$ cat config.mk
export PLATFORM = sky130hd
export DESIGN_NAME = knock_seq_detect
export DESIGN_NICKNAME = d
export VERILOG_FILES = /design/src/rtl/knock_pkg.sv /design/src/rtl/knock_key_match.sv /design/src/rtl/knock_step_fsm.sv /design/src/rtl/knock_cmd_reg.sv /design/src/rtl/knock_seq_detect.sv
export SDC_FILE = /design/constraint.sdc
export NUM_CORES = 1
export LEC_CHECK = 0
export CAP_MARGIN = 30
export CORE_MARGIN = 10
export CORE_UTILIZATION = 33
export DETAILED_ROUTE_END_ITERATION = 8
export PLACE_DENSITY = 0.7
export SLEW_MARGIN = 30
export SYNTH_ARGS = -nofsm -noshare
export SYNTH_HDL_FRONTEND = slang
export SYNTH_HIERARCHICAL = 1
export SYNTH_SLANG_ARGS = --single-unit
$ cat constraint.sdc
create_clock -name clk -period 1.9 [get_ports clk]
set_input_delay 0.19 -clock clk [delete_from_list [all_inputs] [get_ports clk]]
set_output_delay 0.19 -clock clk [all_outputs]
set_load 0.03 [all_outputs]
$ cat src/rtl/knock_pkg.sv
package knock_pkg;
  localparam int KEY_W      = 14;
  localparam int PREFIX_LEN = 5;
  localparam int N_KEYS     = PREFIX_LEN + 2;
  localparam int IDX_STORE  = PREFIX_LEN;
  localparam int IDX_RECALL = PREFIX_LEN + 1;

  function automatic logic [KEY_W-1:0] key_at(input int idx);
    case (idx)
      0:       key_at = 14'h0E38;
      1:       key_at = 14'h31C7;
      2:       key_at = 14'h03E0;
      3:       key_at = 14'h3C1F;
      4:       key_at = 14'h303F;
      5:       key_at = 14'h0FC0;
      6:       key_at = 14'h0C63;
      default: key_at = '0;
    endcase
  endfunction
endpackage

$ cat src/rtl/knock_key_match.sv
module knock_key_match
  import knock_pkg::*;
#(
  parameter int ADDR_W = 15
) (
  input  logic [ADDR_W-1:0] addr,
  output logic [N_KEYS-1:0] hit
);
  logic [KEY_W-1:0] addr_low;
  assign addr_low = addr[KEY_W-1:0];

  for (genvar g = 0; g < N_KEYS; g++) begin : g_cmp
    assign hit[g] = (addr_low == key_at(g));
  end

  always_comb begin
    a_r5_hit_onehot : assert ($onehot0(hit));
  end
endmodule

$ cat src/rtl/knock_step_fsm.sv
module knock_step_fsm
  import knock_pkg::*;
#(
  parameter int STEP_W = $clog2(PREFIX_LEN + 1)
) (
  input  logic              clk,
  input  logic              rst_n,
  input  logic              acc_vld,
  input  logic              acc_wr,
  input  logic              busy,
  input  logic [N_KEYS-1:0] hit,
  output logic [STEP_W-1:0] step,
  output logic              fire_store,
  output logic              fire_recall
);
  localparam logic [STEP_W-1:0] LAST_STEP = STEP_W'(PREFIX_LEN);
  localparam logic [STEP_W-1:0] ONE_STEP  = STEP_W'(1);

  logic [STEP_W-1:0] step_q;
  logic [STEP_W-1:0] step_nxt;
  logic              take;
  logic              step_en;
  logic              restart;

  assign take    = acc_vld && !busy;
  assign step_en = take || busy;
  assign restart = hit[0];

  always_comb begin
    step_nxt    = step_q;
    fire_store  = 1'b0;
    fire_recall = 1'b0;
    if (busy) begin
      step_nxt = '0;
    end else if (take) begin
      if (acc_wr) begin
        step_nxt = '0;
      end else if (step_q == LAST_STEP) begin
        if (hit[IDX_STORE]) begin
          fire_store = 1'b1;
          step_nxt   = '0;
        end else if (hit[IDX_RECALL]) begin
          fire_recall = 1'b1;
          step_nxt    = '0;
        end else begin
          step_nxt = restart ? ONE_STEP : '0;
        end
      end else if (hit[step_q]) begin
        step_nxt = step_q + ONE_STEP;
      end else begin
        step_nxt = restart ? ONE_STEP : '0;
      end
    end
  end

  always_ff @(posedge clk or negedge rst_n) begin
    if (!rst_n) begin
      step_q <= '0;
    end else if (step_en) begin
      step_q <= step_nxt;
    end
  end

  assign step = step_q;

  a_r2_step_range : assert property (@(posedge clk) disable iff (!rst_n)
    step_q <= LAST_STEP);
  a_r6_write_clears : assert property (@(posedge clk) disable iff (!rst_n)
    (acc_vld && acc_wr) |=> (step_q == '0));
  a_r12_idle_holds : assert property (@(posedge clk) disable iff (!rst_n)
    (!acc_vld && !busy) |=> $stable(step_q));
  a_r2_step_by_one : assert property (@(posedge clk) disable iff (!rst_n)
    (step_q != $past(step_q)) |-> (step_q == $past(step_q) + ONE_STEP
                                   || step_q == '0 || step_q == ONE_STEP));
endmodule

$ cat src/rtl/knock_cmd_reg.sv
module knock_cmd_reg (
  input  logic clk,
  input  logic rst_n,
  input  logic fire_store,
  input  logic fire_recall,
  output logic store_req,
  output logic recall_req
);
  logic store_nxt;
  logic recall_nxt;

  always_comb begin
    store_nxt  = fire_store;
    recall_nxt = fire_recall && !fire_store;
  end

  always_ff @(posedge clk or negedge rst_n) begin
    if (!rst_n) begin
      store_req  <= 1'b0;
      recall_req <= 1'b0;
    end else begin
      store_req  <= store_nxt;
      recall_req <= recall_nxt;
    end
  end

  a_r3_req_exclusive : assert property (@(posedge clk) disable iff (!rst_n)
    !(store_req && recall_req));
  a_r3_store_single : assert property (@(posedge clk) disable iff (!rst_n)
    store_req |=> !store_req);
  a_r4_recall_single : assert property (@(posedge clk) disable iff (!rst_n)
    recall_req |=> !recall_req);
endmodule

$ cat src/rtl/knock_seq_detect.sv
module knock_seq_detect
  import knock_pkg::*;
#(
  parameter int ADDR_W = 15,
  parameter int STEP_W = $clog2(PREFIX_LEN + 1)
) (
  input  logic              clk,
  input  logic              rst_n,
  input  logic              acc_vld,
  input  logic              acc_wr,
  input  logic [ADDR_W-1:0] acc_addr,
  input  logic              xfer_busy,
  output logic              store_req,
  output logic              recall_req,
  output logic [STEP_W-1:0] step_idx
);
  logic [N_KEYS-1:0] hit;
  logic              fire_store;
  logic              fire_recall;

  knock_key_match #(.ADDR_W(ADDR_W)) u_match (
    .addr (acc_addr),
    .hit  (hit)
  );

  knock_step_fsm #(.STEP_W(STEP_W)) u_fsm (
    .clk         (clk),
    .rst_n       (rst_n),
    .acc_vld     (acc_vld),
    .acc_wr      (acc_wr),
    .busy        (xfer_busy),
    .hit         (hit),
    .step        (step_idx),
    .fire_store  (fire_store),
    .fire_recall (fire_recall)
  );

  knock_cmd_reg u_cmd (
    .clk         (clk),
    .rst_n       (rst_n),
    .fire_store  (fire_store),
    .fire_recall (fire_recall),
    .store_req   (store_req),
    .recall_req  (recall_req)
  );

  a_r11_busy_quiet : assert property (@(posedge clk) disable iff (!rst_n)
    xfer_busy |=> (step_idx == '0 && !store_req && !recall_req));
  a_r3_req_needs_read : assert property (@(posedge clk) disable iff (!rst_n)
    (store_req || recall_req) |-> $past(acc_vld && !acc_wr && !xfer_busy
                                        && step_idx == STEP_W'(PREFIX_LEN)));
endmodule

==> flow_metrics.env, run 1 <==
export IMPL_avgRoutedWirePerCell_um=15.63
export IMPL_wirelength_um=2219
export IMPL_p_per_area_nw_per_um2=278.6
export IMPL_avgSynthCellArea_um2=9.182
export IMPL_synthMostInstantiatedCell="nand2_1"
export IMPL_ys_flop_type="dfrtp_1"
export IMPL_dp_hpwl_um=1577
export IMPL_r2r_end="u_fsm/step[0]$_DFFE_PN0P_"
export IMPL_fin_crit_sh=1.023
export IMPL_yosys_top_cells_area="dfrtp_1, nand4bb_1, nor4_2"
export IMPL_placementRows=15
export IMPL_finClkSkew_ns=0.001585
export IMPL_placed_cell_area_um2=994.7
export IMPL_vias=764
export IMPL_cts_root_buf="clkbuf_4"
export IMPL_crit_required_ns=2.05
export IMPL_synth_top_area_frac=0.2004
export IMPL_path_depth=9
export IMPL_ios=25
export IMPL_setup_slack_ns=-0.04394
export IMPL_area_growth_pct=86.57
export IMPL_r2r_cells=4
export IMPL_numCtsBuffers=3
export IMPL_synth_async_reset_ratio=1.000
export IMPL_dr_pass1_iters=4
export IMPL_grt_overflow=0
export IMPL_cpMaxStageDelayCell="or4b_4"
export IMPL_path_buf_inv=3
export IMPL_vias_per_cell=5.380
export IMPL_tritoncts="yes"
export IMPL_maxSlewHeadroom=0.7877
export IMPL_drcViolationCount=0
export IMPL_drtIter0Drc=16
export IMPL_synth_edff_count=0
export IMPL_final_util=0.6603
export IMPL_tightest_slew_ns=0.3174
export IMPL_crit_start="acc_addr[1]"
export IMPL_layout_nets=140
export IMPL_synth_area_um2=624.3
export IMPL_r2r_start="u_fsm/step[0]$_DFFE_PN0P_"
export IMPL_grt_pass1_wl_um=3539
export IMPL_end_kind="flip-flop"
export IMPL_holdBufCountCts=0
export IMPL_h_tree_depth=1
export IMPL_synthDistinctLibCells=38
export IMPL_hold_violations=0
export IMPL_grt_pass1_vias=852
export IMPL_hold_class="input pin to asynchronous set/reset pin"
export IMPL_status="finished with violations"
export IMPL_die_h_um=63.50
export IMPL_die_w_um=63.50
export IMPL_crit_path_end="u_fsm/step[0]$_DFFE_PN0P_"
export IMPL_place_congestion=0.8794
export IMPL_cp_cell_sequence="buf_6 > or4b_4 > buf_6 > nor4_4 > mux2i_1 > a22oi_2 > buf_4 > a31oi_1 > o211ai_1"
export IMPL_start_util=0.3539
export IMPL_yosysTopAreaCell="dfrtp_1"
export IMPL_violations="negative setup slack"
export IMPL_ant_nets=0
export IMPL_drv_slew=0
export IMPL_crit_type="input pin to flip-flop"
export IMPL_core_area_um2=1764
export IMPL_die_area_um2=4032
export IMPL_fmax_mhz=514.4
export IMPL_rsz0062_at_grt="true"
export IMPL_synth_common_cells="nand2_1, dfrtp_1, nand4bb_1"
export IMPL_worstSetupStartpointType="input pin"
export IMPL_p_leak_uw=0.0004722
export IMPL_syn_num_nets=90
export IMPL_seq_area_frac_synth=0.2004
export IMPL_cts_sink_count=5
export IMPL_slowest_delay_ns=0.55
export IMPL_ir_worst_vdd_v=0.0001523
export IMPL_portBuffers=23
export IMPL_cp_common_cell="buf_6"
export IMPL_period_minus_slack_ns=1.944
export IMPL_critPathArrivalTime_ns=2.09
export IMPL_clk_pin_slew_worst_paths_ns=0.04
export IMPL_n_fill_cell=154
export IMPL_ctsLongestPathBuffers=2
export IMPL_antenna_found_initial=0
export IMPL_worst_r2r_setup_slack_ns=0.26
export IMPL_final_area_um2=1165
export IMPL_max_cap_violations=0
export IMPL_setup_viol=3
export IMPL_ys_ff_latch=5
export IMPL_grt_max_degree=10
export IMPL_place_ws_ns=-0.4979
export IMPL_antennaDiodeCount=0
export IMPL_clock_latency_ns=0.23
export IMPL_track_usage=0.1026
export IMPL_ys_warn_count=6
export IMPL_critical_path_top_delay_family="simple AND/OR/NAND/NOR gates"
export IMPL_drive_above_1_share=0.4786
export IMPL_critPathMaxFanout=4
export IMPL_netlist_instances=68
[layout make-up]
cell class / instances / area (um^2) / share of cell area
Tap cell: 25 / 31.28 / 0.02685
Inverter: 3 / 12.51 / 0.01074
Clock buffer: 4 / 26.28 / 0.02256
Sequential cell: 5 / 125.1 / 0.1074
Timing Repair Buffer: 47 / 405.4 / 0.3480
Multi-Input combinational cell: 58 / 564.3 / 0.4844
[sequential cells by signal (all words and copies together) (netlist names)]
register / flops
u_cmd/store_req: 1
u_fsm/step: 3
u_cmd/recall_req: 1
[power breakdown]
group | total [uW] | switching, uW | internal, uW
clock network | 118 | 38.6 | 79.1
logic | 99.9 | 39.0 | 60.9
registers | 107 | 0.00176 | 107
total | 325 | 77.6 | 247
[per-layer routing]
metal  vias up  part of all wire  GRT usage
met5         -                 0          0
met4         0             0.027    0.06284
met3         6             0.080    0.03357
met2        37              0.53     0.1960
met1       355              0.37    0.08939
li1        366                 -          -
[stage by stage]
step | std cells | setup TNS, ns | hold WS [ns] | power [uW]
3_5_place_dp | 130 | -1.579 | 0.4212 | 198.3
3_3_place_gp | 130 | -1.362 | 0.4227 | 196.1
6_report | 142 | -0.1103 | 0.1731 | 324.6
5_1_grt | 142 | -0.4290 | 0.1823 | 344.2
4_1_cts | 140 | 0 | 0.1726 | 321.9
2_1_floorplan | 68 | 0 | -0.1056 | 129.4
[logic make-up (layout without fill, tap and decap cells)]
family / after synthesis / in the layout / synth area share
simple gates: 43 / 43 / 0.5351
compound gates: 9 / 9 / 0.1062
flops: 5 / 5 / 0.2004
buf+inv: 5 / 54 / 0.04608
mux: 4 / 4 / 0.07214
fa+ha+maj: 2 / 2 / 0.04007
[layout by cell type (no fill, tap or decap), types with 2 or more instances in the layout]
cell / n
nand4bb_1: 3
clkdlybuf4s50_1: 11
nor4_2: 3
a31oi_1: 2
nor4_4: 2
dlygate4sd2_1: 3
or4b_4: 2
or2_2: 2
nor4_1: 2
nand4b_1: 2
clkbuf_2: 4
dlymetal6s2s_1: 2
buf_4: 21
nor2_1: 3
buf_6: 5
inv_1: 2
clkbuf_4: 3
mux2i_1: 2
nand2_1: 6
nand4bb_4: 2
dfrtp_1: 5
ha_1: 2
[worst min path at each step]
| stage | end | slack, ns | depth (start not counted) | start |
|---|---|---|---|---|
| global placement | u_fsm/step[1]$_DFFE_PN0P_ | 0.42 | 1 | rst_n |
| floorplan | u_cmd/recall_req$_DFF_PN0_ | -0.11 | 0 | rst_n |
| detailed placement | u_fsm/step[1]$_DFFE_PN0P_ | 0.42 | 1 | rst_n |
| global route | u_fsm/step[0]$_DFFE_PN0P_ | 0.18 | 1 | rst_n |
| CTS | u_fsm/step[1]$_DFFE_PN0P_ | 0.17 | 1 | rst_n |
| finish | u_fsm/step[1]$_DFFE_PN0P_ | 0.17 | 1 | rst_n |
[timing repair]
action,4_1_cts,5_1_grt
pin swaps,10,8
cloned,0,0
buffers inserted,7,2
setup endpoints to repair,3,4
resized for setup,26,18
Note: power is estimated with default switching activity, not from simulation.
==> inputs of run 2 (changes only) <==
- CTS_CLUSTER_DIAMETER: not set -> 100
- SKIP_LAST_GASP: not set -> 1
==> flow_metrics.env, run 2 (synthesis gave the netlist of run 1 again) <==
export IMPL_status="finished with violations"
export IMPL_violations="negative setup slack"
export IMPL_cp_cell_sequence="buf_6 > or4b_4 > buf_6 > nor4_4 > mux2i_1 > a22oi_2 > buf_4 > a31oi_1 > o211ai_1"
export IMPL_grt_overflow=0
export IMPL_p_leak_uw=0.0004630
export IMPL_area_growth_pct=86.17
export IMPL_hold_ws_ns=0.1731
export IMPL_drv_slew=0
export IMPL_vias_per_cell=5.380
export IMPL_worstSetupStartpointType="input pin"
export IMPL_wirelength_um=2216
export IMPL_grt_pass1_wl_um=3539
export IMPL_ios=25
export IMPL_worst_r2r_setup_slack_ns=0.26
export IMPL_drtIter0Drc=15
export IMPL_layout_commonest_cell="buf_4"
export IMPL_clk_pin_slew_worst_paths_ns=0.04
export IMPL_place_congestion=0.8794
export IMPL_n_fill_cell=155
export IMPL_ctsLongestPathBuffers=2
export IMPL_period_minus_slack_ns=1.944
export IMPL_r2r_cells=4
export IMPL_max_cap_violations=0
export IMPL_layout_nets=140
export IMPL_crit_type="input pin to flip-flop"
export IMPL_numCtsBuffers=3
export IMPL_placementRows=15
export IMPL_track_usage=0.1026
export IMPL_largest_reg_flops=3
export IMPL_drive_above_1_share=0.4786
export IMPL_dp_hpwl_um=1577
export IMPL_vias=764
export IMPL_critPathArrivalTime_ns=2.09
export IMPL_rsz0062_at_grt="true"
export IMPL_p_sw_uw=77.55
export IMPL_p_int_uw=247.2
export IMPL_tritoncts="yes"
export IMPL_core_area_um2=1764
export IMPL_end_kind="flip-flop"
export IMPL_antenna_found_initial=0
export IMPL_hold_class="input pin to asynchronous set/reset pin"
export IMPL_cts_sink_count=5
export IMPL_start_util=0.3539
export IMPL_maxSlewHeadroom=0.7877
export IMPL_crit_required_ns=2.05
export IMPL_r2r_end="u_fsm/step[0]$_DFFE_PN0P_"
export IMPL_ant_nets=0
export IMPL_drcViolationCount=0
export IMPL_setup_slack_ns=-0.04394
export IMPL_grt_pass1_vias=852
export IMPL_power_frac_seq=0.329
export IMPL_swShare=0.2388
export IMPL_die_h_um=63.50
export IMPL_critPathMaxFanout=4
export IMPL_antennaDiodeCount=0
export IMPL_r2r_start="u_fsm/step[0]$_DFFE_PN0P_"
export IMPL_share_comb_of_total_power=0.308
export IMPL_h_tree_depth=1
export IMPL_p_per_area_nw_per_um2=279.4
export IMPL_hold_violations=0
export IMPL_grt_max_degree=10
export IMPL_setup_viol=3
export IMPL_cpMaxStageDelayCell="or4b_4"
export IMPL_place_ws_ns=-0.4979
export IMPL_cp_common_cell="buf_6"
export IMPL_layout_common_cells="buf_4, clkdlybuf4s50_1, nand2_1"
export IMPL_portBuffers=23
export IMPL_slowest_delay_ns=0.55
export IMPL_p_clk_frac=0.362
export IMPL_clock_latency_ns=0.23
export IMPL_die_w_um=63.50
export IMPL_fmax_mhz=514.4
export IMPL_ir_worst_vdd_v=0.0001523
export IMPL_dr_pass1_iters=4
export IMPL_cts_root_buf="clkbuf_4"
export IMPL_finClkSkew_ns=0.001585
export IMPL_die_area_um2=4032
export IMPL_tightest_slew_ns=0.3174
export IMPL_avgRoutedWirePerCell_um=15.61
export IMPL_fin_crit_sh=1.023
-- run 2: worst max-delay path by stage --
| stage | startpoint | endpoint | depth (start not counted) |
|---|---|---|---|
| 6_report | acc_addr[1] | u_fsm/step[0]$_DFFE_PN0P_ | 9 |
| 2_1_floorplan | acc_addr[1] | u_fsm/step[0]$_DFFE_PN0P_ | 6 |
| 4_1_cts | acc_addr[10] | u_fsm/step[1]$_DFFE_PN0P_ | 7 |
| 3_3_place_gp | acc_addr[1] | u_fsm/step[0]$_DFFE_PN0P_ | 8 |
| 5_1_grt | acc_addr[1] | u_fsm/step[0]$_DFFE_PN0P_ | 9 |
| 3_5_place_dp | acc_addr[1] | u_fsm/step[0]$_DFFE_PN0P_ | 8 |
-- run 2: power by group through the flow --
stage	sequential, uW	combinational (uW)	clock [uW]
finish	107	100	118
global placement	108	87.7	0
CTS	107	91.4	124
floorplan	108	21.0	0
global route	107	107	131
detailed placement	108	89.9	0
-- run 2: through the flow --
step | std cells | instance area (um^2) | utilization | TNS, ns | total power, uW
3_5_place_dp | 130 | 994.7 | 0.5638 | -1.579 | 198.3
4_1_cts | 140 | 1111 | 0.6298 | 0 | 321.9
6_report | 142 | 1162 | 0.6589 | -0.1103 | 324.8
3_3_place_gp | 130 | 994.7 | 0.5638 | -1.362 | 196.1
2_1_floorplan | 68 | 629.4 | - | 0 | 129.4
5_1_grt | 142 | 1162 | 0.6589 | -0.4290 | 344.4
-- run 2: metal layers --
layer	vias to the layer above	wire, um	part of all wire	track usage
met5	-	0	0	0
li1	366	-	-	-
met3	6	177	0.080	0.03357
met1	355	810	0.37	0.08939
met2	37	1167	0.53	0.1960
met4	0	61	0.028	0.06284
-- run 2: layout make-up --
class | instances | area, um^2 | area share
Clock buffer | 4 | 26.28 | 0.02261
Inverter | 3 | 12.51 | 0.01076
Multi-Input combinational cell | 58 | 564.3 | 0.4855
Sequential cell | 5 | 125.1 | 0.1076
Tap cell | 25 | 31.28 | 0.02691
Timing Repair Buffer | 47 | 402.9 | 0.3466
-- run 2: critical path, delay by kind of cell --
| family | cells | cell delay (ns) |
|---|---|---|
| buffers and inverters | 3 | 0.40 |
| muxes | 1 | 0.13 |
| AOI/OAI and AO/OA | 3 | 0.54 |
| and+or+nand+nor | 2 | 0.83 |
-- run 2: timing repair --
action,4_1_cts,5_1_grt
endpoints found under the setup margin,3,4
resized for setup,26,17
hold buffers,0,0
pin swaps,10,8
buffers inserted,7,2
